[config.mk]
export PLATFORM = sky130hd
export DESIGN_NAME = card_pwr_seq
export DESIGN_NICKNAME = d
export VERILOG_FILES = /design/src/rtl/card_seq_pkg.sv /design/src/rtl/seq_tick_gen.sv /design/src/rtl/seq_fsm.sv /design/src/rtl/seq_status_irq.sv /design/src/rtl/card_pwr_seq.sv
export SDC_FILE = /design/constraint.sdc
export NUM_CORES = 1
export LEC_CHECK = 0
export BUFFER_PORTS_ARGS = -buffer_cell sky130_fd_sc_hd__clkbuf_2
export CAP_MARGIN = 0
export CELL_PAD_IN_SITES_DETAIL_PLACEMENT = 1
export CELL_PAD_IN_SITES_GLOBAL_PLACEMENT = 1
export CORE_UTILIZATION = 39
export CTS_CLUSTER_DIAMETER = 50
export DETAILED_ROUTE_END_ITERATION = 10
export PLACE_DENSITY = 0.76
export RECOVER_POWER = 25
export SYNTH_ARGS = -nofsm -noshare
export SYNTH_HDL_FRONTEND = slang
export SYNTH_HIERARCHICAL = 1
export SYNTH_SLANG_ARGS = --single-unit
export TNS_END_PERCENT = 10
[constraint.sdc]
create_clock -name clk -period 1.9 [get_ports clk]
set_input_delay 0.095 -clock clk [delete_from_list [all_inputs] [get_ports clk]]
set_output_delay 0.095 -clock clk [all_outputs]
set_load 0.03 [all_outputs]
[src/rtl/card_seq_pkg.sv]
package card_seq_pkg;
  typedef enum logic [3:0] {
    SQ_IDLE,
    SQ_UP_BOOST,
    SQ_UP_VCC,
    SQ_UP_IO,
    SQ_UP_CLK,
    SQ_LIVE,
    SQ_DN_RST,
    SQ_DN_CLK,
    SQ_DN_IO,
    SQ_DN_VCC
  } seq_state_e;

  localparam int NUM_CONTACTS = 5;
  localparam int CT_BOOST = 0;
  localparam int CT_VCC   = 1;
  localparam int CT_IO    = 2;
  localparam int CT_CLK   = 3;
  localparam int CT_RST   = 4;
endpackage

[src/rtl/seq_tick_gen.sv]
module seq_tick_gen #(
  parameter int DIV = 16
) (
  input  logic clk,
  input  logic rst_n,
  output logic tick
);
  localparam int CW = (DIV > 1) ? $clog2(DIV) : 1;
  logic [CW-1:0] cnt_q;

  assign tick = (cnt_q == CW'(DIV - 1));

  always_ff @(posedge clk or negedge rst_n) begin
    if (!rst_n)    cnt_q <= '0;
    else if (tick) cnt_q <= '0;
    else           cnt_q <= cnt_q + 1'b1;
  end
endmodule

[src/rtl/seq_fsm.sv]
module seq_fsm
  import card_seq_pkg::*;
#(
  parameter int STEP = 8
) (
  input  logic                    clk,
  input  logic                    rst_n,
  input  logic                    tick,
  input  logic                    req,
  input  logic                    present,
  input  logic                    alarm,
  input  logic                    ovc,
  output logic [NUM_CONTACTS-1:0] contacts,
  output logic                    fault_d
);
  localparam int SW = $clog2(STEP + 1);

  seq_state_e             st_q, st_d;
  logic [SW-1:0]          cnt_q;
  logic [NUM_CONTACTS-1:0] ct_q, ct_d;
  logic                   fault_q;
  logic                   hazard, in_up, step_done;

  assign hazard    = alarm | ovc | ~present;
  assign step_done = tick && (cnt_q == SW'(STEP - 1));
  assign in_up     = (st_q == SQ_UP_BOOST) || (st_q == SQ_UP_VCC) ||
                     (st_q == SQ_UP_IO) || (st_q == SQ_UP_CLK) || (st_q == SQ_LIVE);

  always_comb begin
    st_d = st_q;
    ct_d = ct_q;
    unique case (st_q)
      SQ_IDLE:     if (req && !hazard && !fault_q) begin st_d = SQ_UP_BOOST; ct_d[CT_BOOST] = 1'b1; end
      SQ_UP_BOOST: if (step_done) begin st_d = SQ_UP_VCC; ct_d[CT_VCC] = 1'b1; end
      SQ_UP_VCC:   if (step_done) begin st_d = SQ_UP_IO;  ct_d[CT_IO]  = 1'b1; end
      SQ_UP_IO:    if (step_done) begin st_d = SQ_UP_CLK; ct_d[CT_CLK] = 1'b1; end
      SQ_UP_CLK:   if (step_done) begin st_d = SQ_LIVE;   ct_d[CT_RST] = 1'b1; end
      SQ_LIVE:     ;
      SQ_DN_RST:   if (step_done) begin st_d = SQ_DN_CLK; ct_d[CT_CLK] = 1'b0; end
      SQ_DN_CLK:   if (step_done) begin st_d = SQ_DN_IO;  ct_d[CT_IO]  = 1'b0; end
      SQ_DN_IO:    if (step_done) begin st_d = SQ_DN_VCC; ct_d[CT_VCC] = 1'b0; end
      SQ_DN_VCC:   if (step_done) begin st_d = SQ_IDLE;   ct_d[CT_BOOST] = 1'b0; end
      default:     st_d = SQ_IDLE;
    endcase
    if (in_up && (hazard || !req)) begin
      st_d = SQ_DN_RST;
      ct_d[CT_RST] = 1'b0;
    end
  end

  always_comb begin
    if (in_up && hazard) fault_d = 1'b1;
    else if (!req)       fault_d = 1'b0;
    else                 fault_d = fault_q;
  end

  always_ff @(posedge clk or negedge rst_n) begin
    if (!rst_n) begin
      st_q    <= SQ_IDLE;
      cnt_q   <= '0;
      ct_q    <= '0;
      fault_q <= 1'b0;
    end else begin
      st_q    <= st_d;
      ct_q    <= ct_d;
      fault_q <= fault_d;
      if (st_d != st_q) cnt_q <= '0;
      else if (tick)    cnt_q <= cnt_q + 1'b1;
    end
  end

  assign contacts = ct_q;
endmodule

[src/rtl/seq_status_irq.sv]
module seq_status_irq (
  input  logic clk,
  input  logic rst_n,
  input  logic present,
  input  logic fault_d,
  input  logic irq_en,
  input  logic irq_clr,
  output logic status,
  output logic irq
);
  logic status_q, irq_q, status_d;

  assign status_d = present & ~fault_d;

  always_ff @(posedge clk or negedge rst_n) begin
    if (!rst_n) begin
      status_q <= 1'b0;
      irq_q    <= 1'b0;
    end else begin
      status_q <= status_d;
      if (irq_en && (status_d != status_q)) irq_q <= 1'b1;
      else if (irq_clr)                     irq_q <= 1'b0;
    end
  end

  assign status = status_q;
  assign irq    = irq_q;
endmodule

[src/rtl/card_pwr_seq.sv]
module card_pwr_seq
  import card_seq_pkg::*;
#(
  parameter int TICK_DIV   = 16,
  parameter int STEP_TICKS = 8
) (
  input  logic clk,
  input  logic rst_n,
  input  logic supply_req,
  input  logic card_present,
  input  logic supply_alarm,
  input  logic overcurrent,
  input  logic irq_en,
  input  logic irq_clr,
  output logic boost_en,
  output logic vcc_en,
  output logic io_rel,
  output logic clk_rel,
  output logic rst_rel,
  output logic status_on,
  output logic irq
);
  logic                    tick;
  logic                    fault_d;
  logic [NUM_CONTACTS-1:0] contacts;

  seq_tick_gen #(.DIV(TICK_DIV)) u_tick (
    .clk(clk), .rst_n(rst_n), .tick(tick)
  );

  seq_fsm #(.STEP(STEP_TICKS)) u_fsm (
    .clk(clk), .rst_n(rst_n), .tick(tick),
    .req(supply_req), .present(card_present), .alarm(supply_alarm), .ovc(overcurrent),
    .contacts(contacts), .fault_d(fault_d)
  );

  seq_status_irq u_stat (
    .clk(clk), .rst_n(rst_n), .present(card_present), .fault_d(fault_d),
    .irq_en(irq_en), .irq_clr(irq_clr), .status(status_on), .irq(irq)
  );

  assign boost_en = contacts[CT_BOOST];
  assign vcc_en   = contacts[CT_VCC];
  assign io_rel   = contacts[CT_IO];
  assign clk_rel  = contacts[CT_CLK];
  assign rst_rel  = contacts[CT_RST];
endmodule

== Word-level counts from Yosys, hierarchy flattened ==
Cells that the tools add are included.
W data, S select, Z words.
Word-level totals
  latch bits: 0
  ROM bits: 0
  bits in writable memories: 0
  input port bits: 8
  memories kept: 0
  output and inout port bits: 7
  register bits: 20
  word-level logic and storage cells: 94
Operators by class
  div/mod/pow operators: 0
  shifts and indexed selects: 0
  multipliers: 0
  mux-type cells: 27
  bitwise logic cells: 5
  reductions and logical operators: 28
  equal/unequal tests: 21
  add/sub/neg operators: 2
  order comparisons: 0
Operator list (count)
  $mux W4: 13
  $pmux W4 S10: 1
  $eq A4 B3 Y1 const B: 5
  $ne A2 B1 Y1 const B: 8
  $reduce_bool A2 Y1: 8
  $eq A4 B4 Y1 const B: 3
  $reduce_and A3 Y1: 4
  $mux W1: 9
  $add A4 B1 Y4 const B: 2
  $eq A4 B2 Y1 const B: 2
  $pmux W1 S2: 4
  $logic_and A1 B1 Y1: 6
  $logic_or A1 B1 Y1: 5
  $eq A4 B1 Y1 const B: 1
  $logic_not A4 Y1: 1
  $ne A4 B4 Y1: 1
  $logic_not A1 Y1: 3
  $not A1 Y1: 2
  $or A1 B1 Y1: 2
  $reduce_and A2 Y1: 1
  $and A1 B1 Y1: 1
  $ne A1 B1 Y1: 1

== Depth between registers and ports, before layout ==
  depth in word-level cells: 12
  depth in mapped cells: 8
  depth with buffers taken out: 6

== By module ==
The synthesis kept the hierarchy.
By module, submodules not included
  seq_fsm: cells each 92, sequential area each 350.3 um2, times used 1, area an instance 834.6 um2
  seq_tick_gen: cells each 13, sequential area each 100.1 um2, times used 1, area an instance 168.9 um2
  seq_status_irq: cells each 7, sequential area each 50.0 um2, times used 1, area an instance 97.6 um2

== Least setup slack after synthesis ==
Ideal clock, no wire load.
  path kind: register to register
  start point: register u_tick.cnt_q[0]
  end point: register u_fsm.st_q[2]
  arrival time: 1.658 ns
  path buffers: 2
  slack: 0.120 ns
  period minus slack after synthesis: 1.780 ns
  setup time: 0.123 ns
  cell stages (with the launch flop): 9
  data required time: 1.777 ns
  cell sequence: dfrtp_1 ha_1 and3_2 buf_6 and4b_1 buf_2 nand2_2 a21oi_1 o221a_2
Between the ends
  longest elaborated chain between the ends: 5
  elaborated cells on any way between the ends: 12
  classes of those cells: eq/ne: 1; mux: 10; reduce/logical: 1
RTL lines
  start, declared: RTL line seq_tick_gen.sv:9  | logic [CW-1:0] cnt_q;
  start signal, assigned: RTL line seq_tick_gen.sv:16  | else cnt_q <= cnt_q + 1'b1;
  $eq A4 B4 Y1 (*): RTL line seq_tick_gen.sv:11  | assign tick = (cnt_q == CW'(DIV - 1));
  net tick: RTL line card_pwr_seq.sv:23  | logic tick;
  $logic_and A1 B1 Y1 (*): RTL line seq_fsm.sv:25  | assign step_done = tick && (cnt_q == SW'(STEP - 1));
  $mux W4, or another cell as far along: RTL line seq_fsm.sv:42  | SQ_DN_VCC: if (step_done) begin st_d = SQ_IDLE; ct_d[CT_BOOST] = 1'b0; end
  $pmux W4 S10 (*): RTL line seq_fsm.sv:32  | unique case (st_q)
  $mux W4 (*): RTL line seq_fsm.sv:45  | if (in_up && (hazard || !req)) begin
  net u_fsm.st_d[2]: RTL line seq_fsm.sv:18  | seq_state_e st_q, st_d;
  end signal, assigned: RTL line seq_fsm.sv:64  | st_q <= st_d;
  end, declared: RTL line seq_fsm.sv:18
The timed path passes the listed nets; every way through them passes the cells marked *.
A chain may end at the register's enable or synchronous reset.

== Worst setup path after layout ==
  start point: register u_tick.cnt_q[0]
  end point: register u_fsm.ct_q[0], in the netlist u_fsm/contacts[0]
Between the ends
  longest elaborated chain between the ends: 4
RTL lines
  $eq A4 B4 Y1: RTL line seq_tick_gen.sv:11
  net tick: RTL line card_pwr_seq.sv:23
  $logic_and A1 B1 Y1: RTL line seq_fsm.sv:25
  $ne A2 B1 Y1 (no source line)
  $reduce_and A3 Y1 (no source line)
  end signal, assigned: RTL line seq_fsm.sv:65  | ct_q <= ct_d;
  end, declared: RTL line seq_fsm.sv:20  | logic [NUM_CONTACTS-1:0] ct_q, ct_d;
The timed path passes the listed nets, and every way through them passes these cells.

==> reports/metrics.yaml <==
run_status:
  status: "completed"
logic_synthesis:
  syn_area_sq_um: 1100
  syn_inst: 112
  synth-main-ff-cell: "dfrtp_1"
  yosys_warnings: 6
  ys_ff_latch: 20
  yosysTopAreaCellShare_pct: 45.5
  synthArstFlopShare_pct: 100
  yosysTopAreaCell: "dfrtp_1"
  synth_fp_nets: 122
  syn_area_per_cell_sq_um: 9.83
  ys_top_cells_by_area: "dfrtp_1, a21oi_1, nor2_1, nand2_1, xor2_1"
  ys_seq_area_share_pct: 45.5
  synth.distinct_cells: 40
  synth_edf_count: 0
timing:
  skew_ns: 0.00545
  totalNegativeSetupSlack_ns: 0
  layout_min_cycle_time_ns: 1.76
  rsz0062_at_grt: "false"
  period_share_pct: 92.8
  hold_viol: 0
  timing.fmax_mhz: 567
  drv_slew: 0
  worst_pin_slew_ns: 1.10
  finalSetupViolCount: 0
  slew_headroom_pct: 26.6
placed_design:
  dp.cells: 152
  hpwlAfterDp_um: 1830
  routabilityCongestion: 0.762
  port_buffers: 14
die:
  start_util_pct: 42.9
  dieHeight_um: 55.1
  io-pin-count: 15
  dieArea_sq_um: 3040
  die_w_um: 55.1
  row_count: 18
  design.core.area_sq_um: 2570
worst_setup_path:
  cp_max_fo: 7
  crit_path_start_kind: "register"
  worstSetupPathType: "reg -> reg"
  worstPathRequired_ns: 2.07
  end_kind: "register"
  cp.arrival_ns: 1.94
routing:
  wl_met2_um: 1150
  route.met3.wl_um: 80
  met1_length_um: 1190
  vias: 920
  drc: 0
  drt_iter0_drc: 6
  first_pass_iters: 4
  routed.top_layer: "met4"
  ant_nets: 0
  viasPerCell: 5.82
  drt-total-wl_um: 2460
  wl_per_cell_um: 15.6
job:
  drv_cap: 0
global_routing:
  first_global_vias: 871
  overflow: 0
  grt_usage_pct: 18.8
  grt_max_degree: 21
  antenna_found_initial: 0
  grt_pass1_wl_um: 3970
cts:
  cts_buffer_depth: 2
  cts_buffers: 3
  post_cts_buffers: 0
  htree_num_levels: 1
  cts_num_sinks: 20
  cts_tree: "done"
  worstSkewPairLatency_ns: 0.30
  cts.reportedPaths.clkPinSlew_ns: 0.11
  clockRootBuffer: "clkbuf_4"
finish:
  n_antenna_cell: 0
  instances_no_fill: 158
  fin_util_pct: 49.2
  drive_above_1_share_pct: 25.8
  final_common_cell: "dfrtp_1"
  layout_common_cells: "dfrtp_1, clkbuf_2, a21oi_1"
  nNetsFinal: 139
  syn_to_final_growth_pct: 14.7
power:
  p_per_area_nw_per_um2: 627
  p_leak_nw: 0.536
  ir_drop_mv: 0.395
min_path:
  hp-class: "in -> reg"
## report_power, final
part,switching (mW),internal (mW)
Combinational,0.0532,0.0386
Sequential,0.0158,0.442
Clock,0.126,0.117
## metal layers
| metal | GRT usage [%] | up-vias |
|---|---|---|
| li1 | - | 441 |
| met1 | 24.2 | 458 |
| met2 | 31.1 | 17 |
| met3 | 2.46 | 4 |
| met4 | 8.75 | 0 |
| met5 | 0 | - |
## cell usage after synthesis (2+ instances only)
master and number:
a31oi_1 4, dfrtp_1 20, nand2_1 9, buf_2 5, nand4_1 3, o21ai_1 2
nor2_1 12, o21ai_0 2, a21oi_1 13, xor2_1 3, nand3_1 2, nand4bb_1 2
ha_1 2, and4b_1 2, o31ai_1 2, inv_1 4, nor2b_1 2
## cell families after synthesis
group | count (synthesis) | synth area share (%)
compound gates | 32 | 20.5
xor+xnor | 4 | 3.18
fa+ha+maj | 2 | 2.27
flops | 20 | 45.5
buf+inv | 10 | 4.66
mux | 1 | 0.909
simple gates | 43 | 23.1
## per-stage QoR
stage	instance area, sq um	hold WS, ns	total power, mW	worst slack (ns)
after CTS	1240	0.0543	0.808	0.0503
after global placement	1190	0.0850	0.548	0.122
after floorplan	1100	-0.201	0.517	0.120
after detailed placement	1190	0.0856	0.555	0.0112
after global routing	1260	0.0579	0.832	0.00885
final	1260	0.0659	0.792	0.136
## critical path, cell delays in order, from the launching register on
cell and delay (ns):
dfrtp_1 0.40, ha_2 0.22, and3_4 0.23, and4b_2 0.35, nand2_2 0.13, o31ai_1 0.22
a21oi_1 0.10
## final cells by class
cell class                 instances  area [sq um]
inverter                           4          15.0
clock buffer                       4          36.3
tap                               30          37.5
multi-input combinational         82           569
sequential                        20           500
timing repair buffer              18           104
fill                             302          1310
## what timing repair did
item                       CTS  global route
gates resized for setup      1             4
pin swaps                    0             4
hold endpoints to repair    21             0
setup endpoints to repair    4             8
hold buffers                 2             0
## path summary, 6_finish.rpt
path | start | to | slack, ns | cells past startpoint
max | u_tick/cnt_q[0] | u_fsm/contacts[0] | 0.14 | 6
min | irq_en | u_stat/irq | 0.07 | 3
max reg2reg | u_tick/cnt_q[0] | u_fsm/contacts[0] | 0.14 | 6
min reg2reg | u_tick/cnt_q[0] | u_tick/cnt_q[0] | 0.50 | 1
max in group asynchronous | rst_n | u_fsm/contacts[4] | 0.74 | 2
min in group asynchronous | rst_n | u_fsm/cnt_q[2] | 0.51 | 2
## registers in the layout, summed over array words and instances, names as in the netlist
name,flops
u_fsm/cnt_q,4
u_fsm/contacts,5
u_fsm/fault_q,1
u_fsm/st_q,4
u_stat/irq,1
u_stat/status,1
u_tick/cnt_q,4
No activity file was read; power rests on OpenSTA's default activity.
